==> src/rtl/xw_pkg.sv <==
package xw_pkg;
  localparam int unsigned ADDR_W    = 32;
  localparam int unsigned SECT_SH   = 20;
  localparam int unsigned SUPER_SH  = 24;
  localparam int unsigned PAGE_SH   = 12;
  localparam int unsigned SS_BIT    = 18;
  localparam int unsigned L1_IDX_W  = ADDR_W - SECT_SH;
  localparam int unsigned L2_IDX_W  = SECT_SH - PAGE_SH;
  localparam int unsigned BASE_SH   = L1_IDX_W + 2;
  localparam int unsigned COARSE_SH = L2_IDX_W + 2;

  typedef enum logic [2:0] {
    ST_IDLE,
    ST_L1_REQ,
    ST_L1_WAIT,
    ST_L2_REQ,
    ST_L2_WAIT,
    ST_RESP
  } walk_state_e;

  typedef enum logic [1:0] {
    L1_FAULT,
    L1_BLOCK,
    L1_TABLE
  } l1_kind_e;

  typedef struct packed {
    logic [ADDR_W-1:0] pa;
    logic [ADDR_W-1:0] ctrl;
    logic              fault;
  } walk_res_t;
endpackage

==> src/rtl/xw_l1_addr.sv <==
module xw_l1_addr
  import xw_pkg::*;
(
  input  logic [ADDR_W-1:0] base,
  input  logic [ADDR_W-1:0] va,
  output logic [ADDR_W-1:0] addr
);
  // Base is taken as aligned to the full first-level table size.
  assign addr = {base[ADDR_W-1:BASE_SH], va[ADDR_W-1:SECT_SH], 2'b00};

  logic unused_low_bits;
  assign unused_low_bits = ^{base[BASE_SH-1:0], va[SECT_SH-1:0]};
endmodule

==> src/rtl/xw_l1_decode.sv <==
module xw_l1_decode
  import xw_pkg::*;
(
  input  logic [ADDR_W-1:0] desc,
  input  logic [ADDR_W-1:0] va,
  output l1_kind_e          kind,
  output walk_res_t         res,
  output logic [ADDR_W-1:0] l2_addr
);
  // Coarse table pointer replaces the upper bits; base register not involved.
  assign l2_addr = {desc[ADDR_W-1:COARSE_SH], va[SECT_SH-1:PAGE_SH], 2'b00};

  always_comb begin
    kind = L1_FAULT;
    res  = '0;
    case (desc[1:0])
      2'b10: begin
        kind = L1_BLOCK;
        if (desc[SS_BIT]) begin
          res.pa   = {desc[ADDR_W-1:SUPER_SH], va[SUPER_SH-1:0]};
          res.ctrl = {{(ADDR_W-SUPER_SH){1'b0}}, desc[SUPER_SH-1:0]};
        end else begin
          res.pa   = {desc[ADDR_W-1:SECT_SH], va[SECT_SH-1:0]};
          res.ctrl = {{(ADDR_W-SECT_SH){1'b0}}, desc[SECT_SH-1:0]};
        end
      end
      2'b01: kind = L1_TABLE;
      default: begin
        kind      = L1_FAULT;
        res.fault = 1'b1;
      end
    endcase
  end
endmodule

==> src/rtl/xw_l2_decode.sv <==
module xw_l2_decode
  import xw_pkg::*;
(
  input  logic [ADDR_W-1:0] desc,
  input  logic [ADDR_W-1:0] va,
  output walk_res_t         res
);
  always_comb begin
    res = '0;
    if (desc[1]) begin
      res.pa   = {desc[ADDR_W-1:PAGE_SH], va[PAGE_SH-1:0]};
      res.ctrl = {{(ADDR_W-PAGE_SH){1'b0}}, desc[PAGE_SH-1:0]};
    end else begin
      res.fault = 1'b1;
    end
  end

  logic unused_va_high;
  assign unused_va_high = ^va[ADDR_W-1:PAGE_SH];
endmodule

==> src/rtl/xlat_walker.sv <==
module xlat_walker
  import xw_pkg::*;
(
  input  logic              clk,
  input  logic              rst_n,
  input  logic              req_valid,
  output logic              req_ready,
  input  logic [ADDR_W-1:0] req_va,
  input  logic [ADDR_W-1:0] table_base,
  output logic              mem_rd_valid,
  input  logic              mem_rd_ready,
  output logic [ADDR_W-1:0] mem_rd_addr,
  input  logic              mem_rdata_valid,
  input  logic [ADDR_W-1:0] mem_rdata,
  output logic              rsp_valid,
  input  logic              rsp_ready,
  output logic [ADDR_W-1:0] rsp_pa,
  output logic [ADDR_W-1:0] rsp_ctrl,
  output logic              rsp_fault
);
  walk_state_e       state_q, state_d;
  logic [ADDR_W-1:0] va_q;
  logic [ADDR_W-1:0] addr_q;
  walk_res_t         res_q;
  logic [ADDR_W-1:0] l1_addr;
  logic [ADDR_W-1:0] l2_addr;
  l1_kind_e          l1_kind;
  walk_res_t         l1_res;
  walk_res_t         l2_res;
  logic              accept;

  xw_l1_addr u_l1_addr (
    .base (table_base),
    .va   (req_va),
    .addr (l1_addr)
  );

  xw_l1_decode u_l1_dec (
    .desc    (mem_rdata),
    .va      (va_q),
    .kind    (l1_kind),
    .res     (l1_res),
    .l2_addr (l2_addr)
  );

  xw_l2_decode u_l2_dec (
    .desc (mem_rdata),
    .va   (va_q),
    .res  (l2_res)
  );

  assign req_ready    = (state_q == ST_IDLE);
  assign mem_rd_valid = (state_q == ST_L1_REQ) || (state_q == ST_L2_REQ);
  assign mem_rd_addr  = addr_q;
  assign rsp_valid    = (state_q == ST_RESP);
  assign rsp_pa       = res_q.pa;
  assign rsp_ctrl     = res_q.ctrl;
  assign rsp_fault    = res_q.fault;
  assign accept       = req_valid && req_ready;

  always_comb begin
    state_d = state_q;
    case (state_q)
      ST_IDLE:    if (accept) state_d = ST_L1_REQ;
      ST_L1_REQ:  if (mem_rd_ready) state_d = ST_L1_WAIT;
      ST_L1_WAIT: if (mem_rdata_valid) state_d = (l1_kind == L1_TABLE) ? ST_L2_REQ : ST_RESP;
      ST_L2_REQ:  if (mem_rd_ready) state_d = ST_L2_WAIT;
      ST_L2_WAIT: if (mem_rdata_valid) state_d = ST_RESP;
      ST_RESP:    if (rsp_ready) state_d = ST_IDLE;
      default:    state_d = ST_IDLE;
    endcase
  end

  always_ff @(posedge clk or negedge rst_n) begin
    if (!rst_n) begin
      state_q <= ST_IDLE;
      va_q    <= '0;
      addr_q  <= '0;
      res_q   <= '0;
    end else begin
      state_q <= state_d;
      if (accept) begin
        va_q   <= req_va;
        addr_q <= l1_addr;
      end
      if (state_q == ST_L1_WAIT && mem_rdata_valid) begin
        if (l1_kind == L1_TABLE) addr_q <= l2_addr;
        else                     res_q  <= l1_res;
      end
      if (state_q == ST_L2_WAIT && mem_rdata_valid) res_q <= l2_res;
    end
  end

  // response is frozen under back-pressure
  p_rsp_hold_r9: assert property (@(posedge clk) disable iff (!rst_n)
    rsp_valid && !rsp_ready |=> rsp_valid && $stable(rsp_pa) && $stable(rsp_ctrl) && $stable(rsp_fault));

  // a pending read keeps its address until taken
  p_mem_hold_r10: assert property (@(posedge clk) disable iff (!rst_n)
    mem_rd_valid && !mem_rd_ready |=> mem_rd_valid && $stable(mem_rd_addr));

  // read data only ever arrives while a read is outstanding
  p_rdata_in_wait_r10: assert property (@(posedge clk) disable iff (!rst_n)
    mem_rdata_valid |-> (state_q == ST_L1_WAIT || state_q == ST_L2_WAIT));

  // accepted request makes the walker busy
  p_busy_after_accept_r8: assert property (@(posedge clk) disable iff (!rst_n)
    req_valid && req_ready |=> !req_ready);

  // a faulting response carries no physical address
  p_fault_no_pa_r6: assert property (@(posedge clk) disable iff (!rst_n)
    rsp_valid && rsp_fault |-> rsp_pa == '0 && rsp_ctrl == '0);
endmodule

==> config.mk <==
export PLATFORM = sky130hd
export DESIGN_NAME = xlat_walker
export DESIGN_NICKNAME = d
export VERILOG_FILES = /design/src/rtl/xw_pkg.sv /design/src/rtl/xw_l1_addr.sv /design/src/rtl/xw_l1_decode.sv /design/src/rtl/xw_l2_decode.sv /design/src/rtl/xlat_walker.sv
export SDC_FILE = /design/constraint.sdc
export NUM_CORES = 1
export LEC_CHECK = 0
export BUFFER_PORTS_ARGS = -buffer_cell sky130_fd_sc_hd__buf_2
export CAP_MARGIN = 20
export CORE_UTILIZATION = 48
export CTS_BUF_LIST = sky130_fd_sc_hd__clkbuf_16
export CTS_CLUSTER_DIAMETER = 40
export DETAILED_ROUTE_END_ITERATION = 7
export HOLD_SLACK_MARGIN = 0.03
export PLACE_DENSITY = 0.88
export SLEW_MARGIN = 40
export SYNTH_ARGS = -nofsm -noshare
export SYNTH_HDL_FRONTEND = slang
export SYNTH_SLANG_ARGS = --single-unit
==> constraint.sdc <==
create_clock -name clk -period 2 [get_ports clk]
set_input_delay 0.3 -clock clk [delete_from_list [all_inputs] [get_ports clk]]
set_output_delay 0.3 -clock clk [all_outputs]
set_load 0.02 [all_outputs]
Word-level counts from Yosys, hierarchy flattened

Index checks and enable logic that the tools add are counted.

Equal/unequal tests: 15
Muxes and demuxes: 20
Reduce and logical (&&, ||, !) cells: 9

Operators by type and width:

| cell                                                   | count |
|---|---|
| 2-to-1 mux 65 bit                                      | 3 |
| 2-to-1 mux 64 bit                                      | 2 |
| 2-to-1 mux 32 bit                                      | 3 |
| 2-to-1 mux 56 bit                                      | 1 |
| 2-to-1 mux 3 bit                                       | 7 |
| one-hot mux 3 bit (6 select lines)                     | 1 |
| inequality test 2 bit (second input constant)          | 4 |
| equality test 3 x 2 -> 1 bit (second input constant)   | 2 |
| equality test 3 bit (second input constant)            | 2 |
| inequality test 2 x 1 -> 1 bit (second input constant) | 3 |
| AND reduction 6 bit                                    | 1 |
| equality test 2 bit (second input constant)            | 2 |
| one-hot mux 2 bit (2 select lines)                     | 1 |
| equality test 3 x 1 -> 1 bit (second input constant)   | 1 |
| logical AND 1 bit                                      | 3 |
| logical NOT 3 bit                                      | 1 |
| equality test 2 x 1 -> 1 bit (second input constant)   | 1 |
| 2-to-1 mux 1 bit                                       | 2 |
| AND reduction 2 bit                                    | 1 |
| nonzero test 2 bit                                     | 1 |
| OR reduction 2 bit                                     | 1 |
| logical OR 1 bit                                       | 1 |

Bits in registers: 124
Output and inout bits: 100
Logic and storage cells: 50

Logic depth before layout (Yosys ltp)

Depth after elaboration: 6
Mapped depth: 7
Gate-level depth less buffers: 6

Cells and area by module

From an unflattened synthesis, not the netlist that was laid out.

Cell total of the unflattened synthesis: 663
Area, all modules: 7,850.0 um^2

Modules (own cells, without submodules):

| module       | times used | cells each | area an instance (um^2) | seq. area each (um^2) |
|---|---|---|---|---|
| xlat_walker  | 1          | 448        | 6,362.4                 | 3,303.2 |
| xw_l1_decode | 1          | 112        | 773.2                   | 0.0 |
| xw_l2_decode | 1          | 70         | 470.5                   | 0.0 |
| xw_l1_addr   | 1          | 33         | 244.0                   | 0.0 |

Worst setup path before layout

OpenSTA, ideal clock, no wires.

Kind: register to register
Start: reg state_q[1]
End: reg addr_q[0], in the netlist mem_rd_addr[0]
Setup time: 120 ps
Arrival time: 1,679 ps
Required time: 1,880 ps
Slack: 202 ps
Stages on the path, launching flop included: 6
Buffers on the path: 2
Cell sequence: dfrtp_1 > nor3_1 > nand2_1 > buf_2 > clkbuf_1 > and3_1

Word-level cells in the longest chain between the ends: 5
Elaborated cells on any way between the ends: 7

RTL lines:

| element                  | RTL line          | RTL |
|---|---|---|
| start: declaration       | xlat_walker.sv:21 | `walk_state_e state_q, state_d;` |
| start signal: assignment | xlat_walker.sv:81 | `state_q <= state_d;` |
| logical NOT 3 bit *      | xlat_walker.sv:52 | `assign req_ready = (state_q == ST_IDLE);` |
| named net req_ready      | xlat_walker.sv:7  | `output logic req_ready,` |
| logical AND 1 bit *      | xlat_walker.sv:59 | `assign accept = req_valid && req_ready;` |
| 2-to-1 mux 32 bit *      | xlat_walker.sv:82 | `if (accept) begin` |
| 2-to-1 mux 32 bit        | xlat_walker.sv:87 | `if (l1_kind == L1_TABLE) addr_q <= l2_addr;` |
| 2-to-1 mux 32 bit *      | xlat_walker.sv:86 | `if (state_q == ST_L1_WAIT && mem_rdata_valid) begin` |
| end signal: assignment   | xlat_walker.sv:84 | `addr_q <= l1_addr;` |
| end signal: assignment   | xlat_walker.sv:87 |  |
| end: declaration         | xlat_walker.sv:23 | `logic [ADDR_W-1:0] addr_q;` |

The timed path passes the listed nets; every way through them passes the cells marked *.
A chain may end at the register's enable or synchronous reset.

Worst setup path after layout

Start: reg state_q[2]
End: out req_ready

Word-level cells in the longest chain between the ends: 1

RTL lines:

| element           | RTL line |
|---|---|
| logical NOT 3 bit | xlat_walker.sv:52 |
| end: declaration  | xlat_walker.sv:7 |

Every way passes these cells.

==> results.py <==
metrics = {
    "status": {
        "outcome": "complete, no violations",
    },
    "placement": {
        "hpwlAfterDp_um": 9020,
        "port_buffers": 179,
        "post-place-ws_ns": 0.0908,
        "gp_routability_congestion": 0.796,
        "placed_cells": 778,
        "placed_cell_area_um2": 5990,
    },
    "synthesis": {
        "synth_edf_count": 0,
        "synth-seq-cells": 116,
        "yosysSeqAreaShare": 0.592,
        "syn_inst": 487,
        "ys.flop_type": "dfrtp_1",
        "yosysTopAreaCellShare": 0.592,
        "post_synth_instance_area_um2": 4910,
        "synth.most_common_cell": "nand2_1",
        "synth_area_leaders": "dfrtp_1 (59%), nand2_1 (11%), a22o_1 (7.0%)",
        "async_reset_ff_frac": 1.00,
        "synth_area_per_cell_um2": 10.1,
        "yosys_warnings": 0,
        "synth_common_cells": "nand2_1 (150), dfrtp_1 (116), a22o_1 (39), nor2_1 (36), a31oi_1 (30)",
        "synth_top_cell_by_area": "dfrtp_1",
        "ys_types": 37,
    },
    "worst_setup_path": {
        "ff2ff_path_depth": 5,
        "cp-end-kind": "output pin",
        "critPathArrivalTime_ns": 1.59,
        "reg2reg_from": "state_q[1]$_DFFE_PN0P_",
        "crit_type": "reg -> out",
        "worst_ep_required_time_ns": 1.70,
        "reg2reg_slack_ns": 0.17,
        "startpoint_type": "register",
        "cp_max_fo": 9,
        "r2r-end": "rsp_ctrl[10]$_DFFE_PN0P_",
    },
    "grt": {
        "globalRouteOverflowTotal": 0,
        "grt_usage": 0.264,
        "grt_pass1_vias": 4224,
        "antenna_found_initial": 1,
        "grt_pass1_wl_um": 21000,
        "grt_max_degree": 63,
    },
    "routing": {
        "met1Wirelength_um": 5540,
        "wl_met3_um": 768,
        "wirelength_um": 13200,
        "vias": 4323,
        "maxUsedRoutingLayer": "met4",
        "drc": 0,
        "drt-initial-drc-count": 212,
        "wl_met2_um": 6670,
        "wl_per_cell_um": 16.3,
        "ant_nets": 0,
        "first_pass_iters": 5,
        "vias_per_cell": 5.33,
    },
    "flow_run": {
        "max_cap_viol_count": 0,
    },
    "clock_tree": {
        "clk_latency_ns": 0.40,
        "clk_path_buf_depth": 2,
        "htreeDepth": 4,
        "cts.sinks": 116,
        "cts_buffers": 17,
        "clkTransAtPathRegs_ns": 0.06,
        "clock-root-buffer": "clkbuf_16",
        "cts_tree": "done",
    },
    "sta": {
        "finalSetupViolations": 0,
        "setup_tns_ns": 0,
        "rsz0062_at_grt": "no",
        "max_freq_ghz": 0.528,
        "maxSlewHeadroom": 0.673,
        "worst_pin_slew_ns": 0.485,
        "drv_slew": 0,
        "hold_slack_ns": 0.0963,
        "finalCriticalPeriod_ns": 1.89,
        "finalCritPeriodShare": 0.947,
        "finClkSkew_ns": 0.0117,
        "hold_viol_final": 0,
        "fin_ws_ns": 0.106,
    },
    "floorplan": {
        "coreArea_um2": 9820,
        "rows": 36,
        "initial_core_util": 0.500,
        "die_h_um": 103,
        "die_w_um": 103,
        "io_pins": 202,
        "fp.dieArea_um2": 10600,
    },
    "layout": {
        "syn_to_final_growth_pct": 33.6,
        "nFillCells": 780,
        "final_cell_area_um2": 6550,
        "drive_gt1_frac": 0.341,
        "stdcell_count": 811,
        "nets": 771,
    },
    "pwr": {
        "max-vdd-ir-drop_mv": 0.715,
        "power_density_nw_per_um2": 1680,
        "leakage_nw": 3.53,
    },
    "hold_path": {
        "min_path_cells": 3,
        "min_from": "req_va[10]",
        "worstHoldEndpoint": "va_q[10]$_DFFE_PN0P_",
        "hold_class": "in -> reg",
    },
}
worst max path at each step:
stage / start / to / cells past startpoint
floorplan: state_q[1]$_DFFE_PN0P_ / mem_rd_addr[0]$_DFF_PN0_ / 5
global placement: mem_rdata[1] / rsp_ctrl[11]$_DFFE_PN0P_ / 8
detailed placement: mem_rdata[1] / rsp_ctrl[7]$_DFFE_PN0P_ / 8
CTS: state_q[2]$_DFFE_PN0P_ / req_ready / 4
global route: state_q[2]$_DFFE_PN0P_ / req_ready / 4
finish: state_q[2]$_DFFE_PN0P_ / req_ready / 4
cells by family after synthesis:
logic type      after synthesis  synth area share
other cells                   1          0.000764
compound gates              111             0.166
buf+inv                      48            0.0510
mux                           5            0.0112
fa+ha+maj                     4            0.0102
simple gates                202             0.169
flops                       116             0.592
layout by cell type (no fill, tap or decap), drive strengths merged:
master         n
buf          195
nand2        150
dfrtp        116
a22o          39
nor2          36
a31oi         30
clkbuf        17
o21ai         16
a22oi         12
clkinv        10
conb           8
inv            5
a21oi          5
mux2           4
a32o           4
ha             4
and3           3
nor2b          3
nor3b          2
bufinv         2
and2           2
diode          1
nor3           1
nand4          1
nand4bb        1
o21ba          1
o221ai         1
mux2i          1
nor4b          1
nor4bb         1
a211oi         1
o311ai         1
o21a           1
and3b          1
clkinvlp       1
dlygate4sd3    1
what timing repair did:
action | CTS | global route
hold endpoints to repair | 27 | 0
resized for setup | 0 | 0
buffers inserted | 0 | 0
hold buffers | 1 | 0
area by class of cell:
class / count / area (µm²) / share of cell area
Timing Repair Buffer: 196 / 1130 / 0.172
Inverter: 4 / 15.0 / 0.00229
Clock inverter: 14 / 121 / 0.0185
Clock buffer: 17 / 425 / 0.0649
Multi-Input combinational cell: 330 / 1790 / 0.273
Sequential cell: 116 / 2900 / 0.443
Antenna cell: 1 / 2.50 / 0.000382
Tap cell: 133 / 166 / 0.0254
flip-flops by register name, indices dropped and copies added, names as in the netlist:
signal and flops:
va_q 24, mem_rd_addr 32, rsp_fault 1, state_q 3
rsp_pa 32, rsp_ctrl 24
critical path, stage by stage (launching register included):
cell and delay [ns]:
dfrtp_1 0.47, buf_4 0.21, nor3_1 0.20, buf_4 0.16, buf_2 0.16
through the flow:
stage / total power (W) / utilization
3_5_place_dp: 0.00823 / 0.610
5_1_grt: 0.0117 / 0.667
4_1_cts: 0.0111 / 0.667
6_report: 0.0110 / 0.667
3_3_place_gp: 0.00803 / 0.610
2_1_floorplan: 0.00663 / -
layer usage:
layer  track usage  vias up
met1         0.339     2122
met5             0        -
met3        0.0603       22
met2         0.430      163
met4         0.115        0
li1              -     2016
power breakdown:
part | internal, W | switching, W | total [W] | leakage (nW)
Clock | 0.00179 | 0.00102 | 0.00281 | 0.276
Combinational | 0.00160 | 0.00253 | 0.00413 | 1.74
Sequential | 0.00342 | 0.000674 | 0.00409 | 1.51
No activity file was read; power rests on OpenSTA's default activity.
